File: config.mk
export PLATFORM = sky130hd
export DESIGN_NAME = tapcal_top
export DESIGN_NICKNAME = d
export VERILOG_FILES = /design/src/rtl/tapcal_pkg.sv /design/src/rtl/tapcal_datapath.sv /design/src/rtl/tapcal_control.sv /design/src/rtl/tapcal_top.sv
export SDC_FILE = /design/constraint.sdc
export NUM_CORES = 1
export LEC_CHECK = 0
export BUFFER_PORTS_ARGS = -buffer_cell sky130_fd_sc_hd__buf_2
export CAP_MARGIN = 20
export CORE_MARGIN = 2
export CORE_UTILIZATION = 45
export CTS_BUF_LIST = sky130_fd_sc_hd__clkbuf_2
export CTS_CLUSTER_DIAMETER = 30
export DETAILED_ROUTE_END_ITERATION = 10
export SLEW_MARGIN = 20
export SYNTH_ARGS = -nofsm -noshare
export SYNTH_HDL_FRONTEND = slang
export SYNTH_HIERARCHICAL = 1
export SYNTH_SLANG_ARGS = --single-unit
File: constraint.sdc
create_clock -name clk -period 3.55 [get_ports clk]
set_input_delay 0.1775 -clock clk [delete_from_list [all_inputs] [get_ports clk]]
set_output_delay 0.1775 -clock clk [all_outputs]
set_load 0.05 [all_outputs]
File: src/rtl/tapcal_pkg.sv
package tapcal_pkg;

  // strobes from control to datapath
  typedef struct packed {
    logic clrSweep;     // monitor tap to 0, clear edges
    logic runSettle;    // count settle cycles, clear sample accumulators
    logic takeSample;   // accumulate one monitor sample
    logic stepTap;      // advance monitor tap by one
    logic recordLevel;  // store current majority as reference level
    logic storeEdge1;   // capture current tap as lower edge
    logic commit;       // capture upper edge and write the centre
  } dpCtrl_t;

  // flags from datapath to control
  typedef struct packed {
    logic settleDone;
    logic samplesDone;
    logic levelChanged;
    logic tapAtMax;
  } dpStat_t;

  typedef enum logic [1:0] {
    ST_IDLE,
    ST_SETTLE,
    ST_SAMPLE,
    ST_JUDGE
  } calState_t;

endpackage

File: src/rtl/tapcal_datapath.sv
module tapcal_datapath
  import tapcal_pkg::*;
#(
  parameter int TAP_W      = 6,
  parameter int SETTLE_W   = 8,
  parameter int SAMPLES    = 8,
  parameter int MIN_SETTLE = 4,
  parameter int RESET_TAP  = 32
) (
  input  logic                clk,
  input  logic                rst_n,
  input  logic [SETTLE_W-1:0] settleCycles,
  input  logic                monBit,
  input  dpCtrl_t             ctl,
  output dpStat_t             stat,
  output logic [TAP_W-1:0]    monTap,
  output logic [TAP_W-1:0]    dataTap
);

  localparam int CNT_W = $clog2(SAMPLES + 1);
  localparam logic [TAP_W-1:0]    TAP_MAX   = '1;
  localparam logic [CNT_W-1:0]    LAST_SMP  = CNT_W'(SAMPLES - 1);
  localparam logic [CNT_W-1:0]    HALF_SMP  = CNT_W'(SAMPLES / 2);
  localparam logic [SETTLE_W-1:0] MIN_SET   = SETTLE_W'(MIN_SETTLE);
  localparam logic [TAP_W-1:0]    RST_TAP   = TAP_W'(RESET_TAP);

  logic [TAP_W-1:0]    monTapQ, dataTapQ, edge1Q, edge2Q;
  logic                prevLevelQ;
  logic [CNT_W-1:0]    onesQ, sampleCntQ;
  logic [SETTLE_W-1:0] settleCntQ;
  logic [SETTLE_W-1:0] effSettle;
  logic [TAP_W:0]      edgeSum;
  logic [TAP_W-1:0]    centreTap;
  logic                majority;

  assign effSettle = (settleCycles < MIN_SET) ? MIN_SET : settleCycles;
  assign majority  = (onesQ > HALF_SMP);
  assign edgeSum   = {1'b0, edge1Q} + {1'b0, monTapQ};
  assign centreTap = edgeSum[TAP_W:1];

  // settle counter and sample accumulators
  always_ff @(posedge clk) begin
    if (!rst_n) begin
      settleCntQ <= '0;
      sampleCntQ <= '0;
      onesQ      <= '0;
    end else if (ctl.runSettle) begin
      settleCntQ <= settleCntQ + 1'b1;
      sampleCntQ <= '0;
      onesQ      <= '0;
    end else begin
      settleCntQ <= '0;
      if (ctl.takeSample) begin
        sampleCntQ <= sampleCntQ + 1'b1;
        onesQ      <= onesQ + CNT_W'(monBit);
      end
    end
  end

  // monitor tap stepping
  always_ff @(posedge clk) begin
    if (!rst_n)             monTapQ <= '0;
    else if (ctl.clrSweep)  monTapQ <= '0;
    else if (ctl.stepTap)   monTapQ <= monTapQ + 1'b1;
  end

  // reference level and edges
  always_ff @(posedge clk) begin
    if (!rst_n) begin
      prevLevelQ <= 1'b0;
      edge1Q     <= '0;
      edge2Q     <= '0;
    end else if (ctl.clrSweep) begin
      prevLevelQ <= 1'b0;
      edge1Q     <= '0;
      edge2Q     <= '0;
    end else begin
      if (ctl.recordLevel) prevLevelQ <= majority;
      if (ctl.storeEdge1)  edge1Q     <= monTapQ;
      if (ctl.commit)      edge2Q     <= monTapQ;
    end
  end

  // shared data tap, written only by a commit
  always_ff @(posedge clk) begin
    if (!rst_n)          dataTapQ <= RST_TAP;
    else if (ctl.commit) dataTapQ <= centreTap;
  end

  assign stat.settleDone   = (settleCntQ == effSettle - 1'b1);
  assign stat.samplesDone  = (sampleCntQ == LAST_SMP);
  assign stat.levelChanged = (majority != prevLevelQ);
  assign stat.tapAtMax     = (monTapQ == TAP_MAX);

  assign monTap  = monTapQ;
  assign dataTap = dataTapQ;

  AST_DATA_TAP_HOLD: assert property (@(posedge clk) disable iff (!rst_n)
    !ctl.commit |=> $stable(dataTapQ));

  AST_TAP_STEP: assert property (@(posedge clk) disable iff (!rst_n)
    !$stable(monTapQ) |-> (monTapQ == '0 || monTapQ == $past(monTapQ) + 1'b1));

  AST_CENTRE_BETWEEN: assert property (@(posedge clk) disable iff (!rst_n)
    ctl.commit |=> (dataTapQ >= edge1Q && dataTapQ <= edge2Q));

  AST_EDGE_ORDER: assert property (@(posedge clk) disable iff (!rst_n)
    ctl.commit |-> (monTapQ > edge1Q));

endmodule

File: src/rtl/tapcal_control.sv
module tapcal_control
  import tapcal_pkg::*;
(
  input  logic    clk,
  input  logic    rst_n,
  input  logic    startPulse,
  input  logic    contMode,
  input  dpStat_t stat,
  output dpCtrl_t ctl,
  output logic    calDone,
  output logic    calError
);

  calState_t stateQ, stateD;
  logic firstTapQ, firstTapD;
  logic edgeSeenQ, edgeSeenD;
  logic doneQ, errQ, doneD, errD;

  always_comb begin
    stateD    = stateQ;
    firstTapD = firstTapQ;
    edgeSeenD = edgeSeenQ;
    doneD     = 1'b0;
    errD      = 1'b0;
    ctl       = '0;
    unique case (stateQ)
      ST_IDLE: begin
        if (startPulse || contMode) begin
          ctl.clrSweep = 1'b1;
          firstTapD    = 1'b1;
          edgeSeenD    = 1'b0;
          stateD       = ST_SETTLE;
        end
      end
      ST_SETTLE: begin
        ctl.runSettle = 1'b1;
        if (stat.settleDone) stateD = ST_SAMPLE;
      end
      ST_SAMPLE: begin
        ctl.takeSample = 1'b1;
        if (stat.samplesDone) stateD = ST_JUDGE;
      end
      ST_JUDGE: begin
        stateD = ST_SETTLE;
        if (firstTapQ) begin
          ctl.recordLevel = 1'b1;
          firstTapD       = 1'b0;
        end else if (stat.levelChanged) begin
          ctl.recordLevel = 1'b1;
          if (!edgeSeenQ) begin
            ctl.storeEdge1 = 1'b1;
            edgeSeenD      = 1'b1;
          end else begin
            ctl.commit = 1'b1;
            doneD      = 1'b1;
            stateD     = ST_IDLE;
          end
        end
        if (!ctl.commit) begin
          if (stat.tapAtMax) begin
            errD   = 1'b1;
            stateD = ST_IDLE;
          end else begin
            ctl.stepTap = 1'b1;
          end
        end
      end
      default: stateD = ST_IDLE;
    endcase
  end

  always_ff @(posedge clk) begin
    if (!rst_n) begin
      stateQ    <= ST_IDLE;
      firstTapQ <= 1'b0;
      edgeSeenQ <= 1'b0;
      doneQ     <= 1'b0;
      errQ      <= 1'b0;
    end else begin
      stateQ    <= stateD;
      firstTapQ <= firstTapD;
      edgeSeenQ <= edgeSeenD;
      doneQ     <= doneD;
      errQ      <= errD;
    end
  end

  assign calDone  = doneQ;
  assign calError = errQ;

  AST_DONE_PULSE: assert property (@(posedge clk) disable iff (!rst_n)
    calDone |=> !calDone);

  AST_ERROR_PULSE: assert property (@(posedge clk) disable iff (!rst_n)
    calError |=> !calError);

  AST_DONE_ERR_EXCL: assert property (@(posedge clk) disable iff (!rst_n)
    !(calDone && calError));

  AST_ERROR_AT_TOP: assert property (@(posedge clk) disable iff (!rst_n)
    $rose(calError) |-> $past(stat.tapAtMax));

  AST_ONE_STROBE: assert property (@(posedge clk) disable iff (!rst_n)
    $onehot0({ctl.clrSweep, ctl.runSettle, ctl.takeSample, ctl.stepTap, ctl.commit}));

endmodule

File: src/rtl/tapcal_top.sv
module tapcal_top
  import tapcal_pkg::*;
#(
  parameter int TAP_W      = 6,
  parameter int SETTLE_W   = 8,
  parameter int SAMPLES    = 8,
  parameter int MIN_SETTLE = 4,
  parameter int RESET_TAP  = 32
) (
  input  logic                clk,
  input  logic                rst_n,
  input  logic                startPulse,
  input  logic                contMode,
  input  logic [SETTLE_W-1:0] settleCycles,
  input  logic                monBit,
  output logic [TAP_W-1:0]    monTap,
  output logic [TAP_W-1:0]    dataTap,
  output logic                calDone,
  output logic                calError
);

  dpCtrl_t ctl;
  dpStat_t stat;

  tapcal_control u_ctrl (
    .clk        (clk),
    .rst_n      (rst_n),
    .startPulse (startPulse),
    .contMode   (contMode),
    .stat       (stat),
    .ctl        (ctl),
    .calDone    (calDone),
    .calError   (calError)
  );

  tapcal_datapath #(
    .TAP_W      (TAP_W),
    .SETTLE_W   (SETTLE_W),
    .SAMPLES    (SAMPLES),
    .MIN_SETTLE (MIN_SETTLE),
    .RESET_TAP  (RESET_TAP)
  ) u_dp (
    .clk          (clk),
    .rst_n        (rst_n),
    .settleCycles (settleCycles),
    .monBit       (monBit),
    .ctl          (ctl),
    .stat         (stat),
    .monTap       (monTap),
    .dataTap      (dataTap)
  );

endmodule

==> results.py <==
metrics = {
    "yosys": {
        "synth_warnings": 6,
        "synth_most_common_cell": "dfxtp_1",
        "synth.area.top_cells": "dfxtp_1 36%, ha_1 8.8%, xor2_1 7.3%, mux2i_1 6.6%, nor2_1 6.1%",
        "yosysSeqAreaShare_pct": 36.2,
        "synth_top_area_share_pct": 36.2,
        "synthCells": 253,
        "syn_avg_cell_area_um2": 8.95,
        "syn-num-nets": 283,
        "ys_ff_latch": 41,
        "yosysTopAreaCell": "dfxtp_1",
        "netlist_area_um2": 2260,
        "synth_ff_type": "dfxtp_1",
        "synth_common_cells": "41 x dfxtp_1, 37 x nor2_1, 19 x nand2_1, 19 x xor2_1, 16 x ha_1",
        "synth-edff-count": 0,
        "yosysUniqueCellTypes": 45,
        "synthArstFlopShare_pct": 0,
    },
    "detailed_routing": {
        "drt_iter0_markers": 60,
        "first_pass_iters": 4,
        "via_per_inst": 4.95,
        "finalWirelength_um": 4100,
        "detail-route-antenna-nets": 0,
        "drc": 0,
        "post_drt_wl_per_cell_um": 11.8,
        "vias": 1716,
    },
    "worst_setup_path": {
        "path_cells": "buf_2 -> nor4_2 -> nand2_1 -> nand2_1 -> ha_1 -> nand2_1 -> o22ai_1 -> a22oi_1 -> o22a_1 -> nor4_2 -> nor2b_1 -> or3_1 -> o32ai_1",
        "cp.depth": 13,
        "crit_path_max_incr_delay_ps": 420,
        "cp_common_cell": "nand2_1",
        "start_kind": "primary input",
        "crit_type": "primary input to flip-flop",
        "cpMaxStageDelayCell": "nor4_2",
        "cp-end-kind": "flip-flop",
        "crit_fanout": 7,
        "crit_buf_inv": 1,
        "crit_required_ps": 3850,
        "reg2reg_from": "u_dp/settleCntQ[6]",
        "critPathArrivalTime_ps": 2720,
        "reg2reg_depth": 9,
        "crit_family": "simple AND/OR/NAND/NOR gates",
        "r2r_setup_slack_ps": 1270,
        "r2r_end": "u_ctrl/stateQ[0]",
    },
    "clock_tree": {
        "cts_tree": "built",
        "clk_pin_slew_ps": 220,
        "clockBufferDepth": 2,
        "cts-root-buf": "clkbuf_2",
        "numCtsBuffers": 5,
        "cts_hold_buf": 0,
        "clk-insertion-delay-late_ps": 400,
        "post_cts_buffers": 0,
        "post_cts_resized": 0,
        "cts_sinks": 41,
        "htreeDepth": 2,
    },
    "flow_run": {
        "drv_cap": 0,
    },
    "status": {
        "status": "finished clean",
    },
    "floorplan": {
        "core_area_um2": 4790,
        "initial_core_util_pct": 47.3,
        "die_area_um2": 5620,
        "die_h_um": 74.9,
        "num_rows": 25,
        "ios": 27,
        "die_w_um": 74.9,
    },
    "pwr": {
        "combPwrFrac_pct": 23.2,
        "p_leak_nw": 1.05,
        "clockPowerShare_pct": 30.8,
        "p_total_mw": 1.11,
        "switching_share_pct": 28.9,
        "vdd_drop_max_mv": 0.238,
        "p_seq_share_pct": 46.0,
        "switchingPower_mw": 0.322,
        "internal-power_mw": 0.792,
        "p_per_area_nw_per_um2": 438,
    },
    "sta": {
        "slew_headroom_pct": 53.3,
        "fin_crit_ps": 2420,
        "finalMaxSlewViolations": 0,
        "finalHoldViolations": 0,
        "fin_setup_tns_ps": 0,
        "tightest_slew_ps": 699,
        "skew_ps": 25.2,
        "rsz0062_at_grt": "no",
        "fin_crit_sh_pct": 68.1,
        "setup_viol": 0,
        "fmaxAchievable_mhz": 414,
    },
    "global_routing": {
        "grt_max_degree": 17,
        "grt_overflow": 0,
        "antenna_found_initial": 0,
        "grt_usage_pct": 16.1,
        "grt_pass1_wl_um": 6890,
        "grt_pass1_vias": 1523,
    },
    "placement": {
        "numPortBuffers": 26,
        "dpl.hpwl_um": 3030,
        "gp_congestion": 0.788,
    },
    "cells_and_area": {
        "antennaDiodeCount": 0,
        "syn2layout_area_growth_pct": 12.2,
        "fin_nets": 309,
        "drive_gt1_share_pct": 15.0,
    },
    "worst_hold_path": {
        "hold_path_end": "u_dp/dataTap[5]",
        "min_path_cells": 2,
        "hp-start": "rst_n",
        "hold_class": "primary input to flip-flop",
    },
}
==> cell usage in the layout, fill, tap and decap left out, types with 2 or more instances in the layout <==
cell type | netlist | routed
nand3b_1 | 2 | 2
dfxtp_1 | 41 | 41
bufinv_16 | 0 | 2
xor2_1 | 19 | 19
o21ai_1 | 2 | 2
nor4_2 | 3 | 3
nor3_1 | 3 | 3
clkbuf_2 | 0 | 5
buf_2 | 1 | 26
inv_1 | 7 | 7
nand2b_1 | 4 | 4
o21a_1 | 4 | 4
ha_1 | 16 | 16
or3_1 | 2 | 2
nand2_1 | 19 | 19
o21ai_0 | 7 | 7
and3_1 | 4 | 4
and2_1 | 2 | 2
nor2b_1 | 8 | 8
nor2_1 | 37 | 37
a21oi_1 | 7 | 7
nand4_1 | 4 | 4
nand3_1 | 9 | 9
xnor2_1 | 10 | 10
mux2i_1 | 15 | 15
==> power by group through the flow <==
stage / Combinational, mW / Clock, mW / Sequential [mW]
after floorplan: 0.203 / 0 / 0.519
after CTS: 0.260 / 0.356 / 0.513
after detailed placement: 0.257 / 0 / 0.522
after global routing: 0.296 / 0.373 / 0.517
after global placement: 0.259 / 0 / 0.522
final: 0.259 / 0.343 / 0.512
==> cell type report <==
cell class / instances / area, um^2
sequential: 41 / 821
tap: 67 / 83.8
clock buffer: 5 / 25.0
inverter: 7 / 26.3
timing repair buffer: 26 / 130
multi-input combinational: 198 / 1390
clock inverter: 3 / 65.1
fill: 467 / 2240
==> worst max path at each step <==
stage / start / end / slack (ps)
global placement: settleCycles[6] / u_ctrl/stateQ[0] / 820
floorplan: settleCycles[6] / u_ctrl/stateQ[0] / 1180
CTS: settleCycles[6] / u_ctrl/stateQ[0] / 1170
detailed placement: settleCycles[6] / u_ctrl/stateQ[0] / 750
global route: settleCycles[6] / u_ctrl/stateQ[0] / 890
finish: settleCycles[6] / u_ctrl/stateQ[0] / 1130
==> sequential cells by signal (all words and copies together) (netlist names), 2 cells and up <==
signal / count
u_dp/onesQ: 4
u_dp/edge1Q: 6
u_dp/settleCntQ: 8
u_dp/monTap: 6
u_ctrl/stateQ: 2
u_dp/dataTap: 6
u_dp/sampleCntQ: 4
==> per-stage QoR <==
step	cells	hold WS (ps)	area [um^2]	util (%)	setup slack, ps
finish	347	103	2540	53.1	1130
CTS	347	78.6	2540	53.1	1170
floorplan	253	254	2260	-	1180
global placement	339	464	2450	51.2	823
detailed placement	339	477	2450	51.2	745
global route	347	68.2	2540	53.1	890
==> worst reg2reg max path: stages, from the launching register on <==
cell	delay, ps
dfxtp_1	430
xor2_1	310
nand2_1	90
o22ai_1	120
a22oi_1	90
o22a_1	220
nor4_2	260
nor2b_1	120
or3_1	320
o32ai_1	250
==> kinds of logic (layout without fill, tap and decap cells) <==
family	after synthesis	in the layout	synth area share [%]
simple gates	104	104	24.1
flops	41	41	36.2
compound gates	33	33	9.67
xor+xnor	29	29	11.2
fa+ha+maj	17	17	9.72
mux	15	15	6.63
buf+inv	14	41	2.38
==> per-layer routing <==
metal	part of all wire, %	GRT usage [%]
met1	53	22.6
met2	43	24.0
met3	3.1	5.62
met4	0.46	3.57
met5	0	0
(Power assumes the default switching activity.)
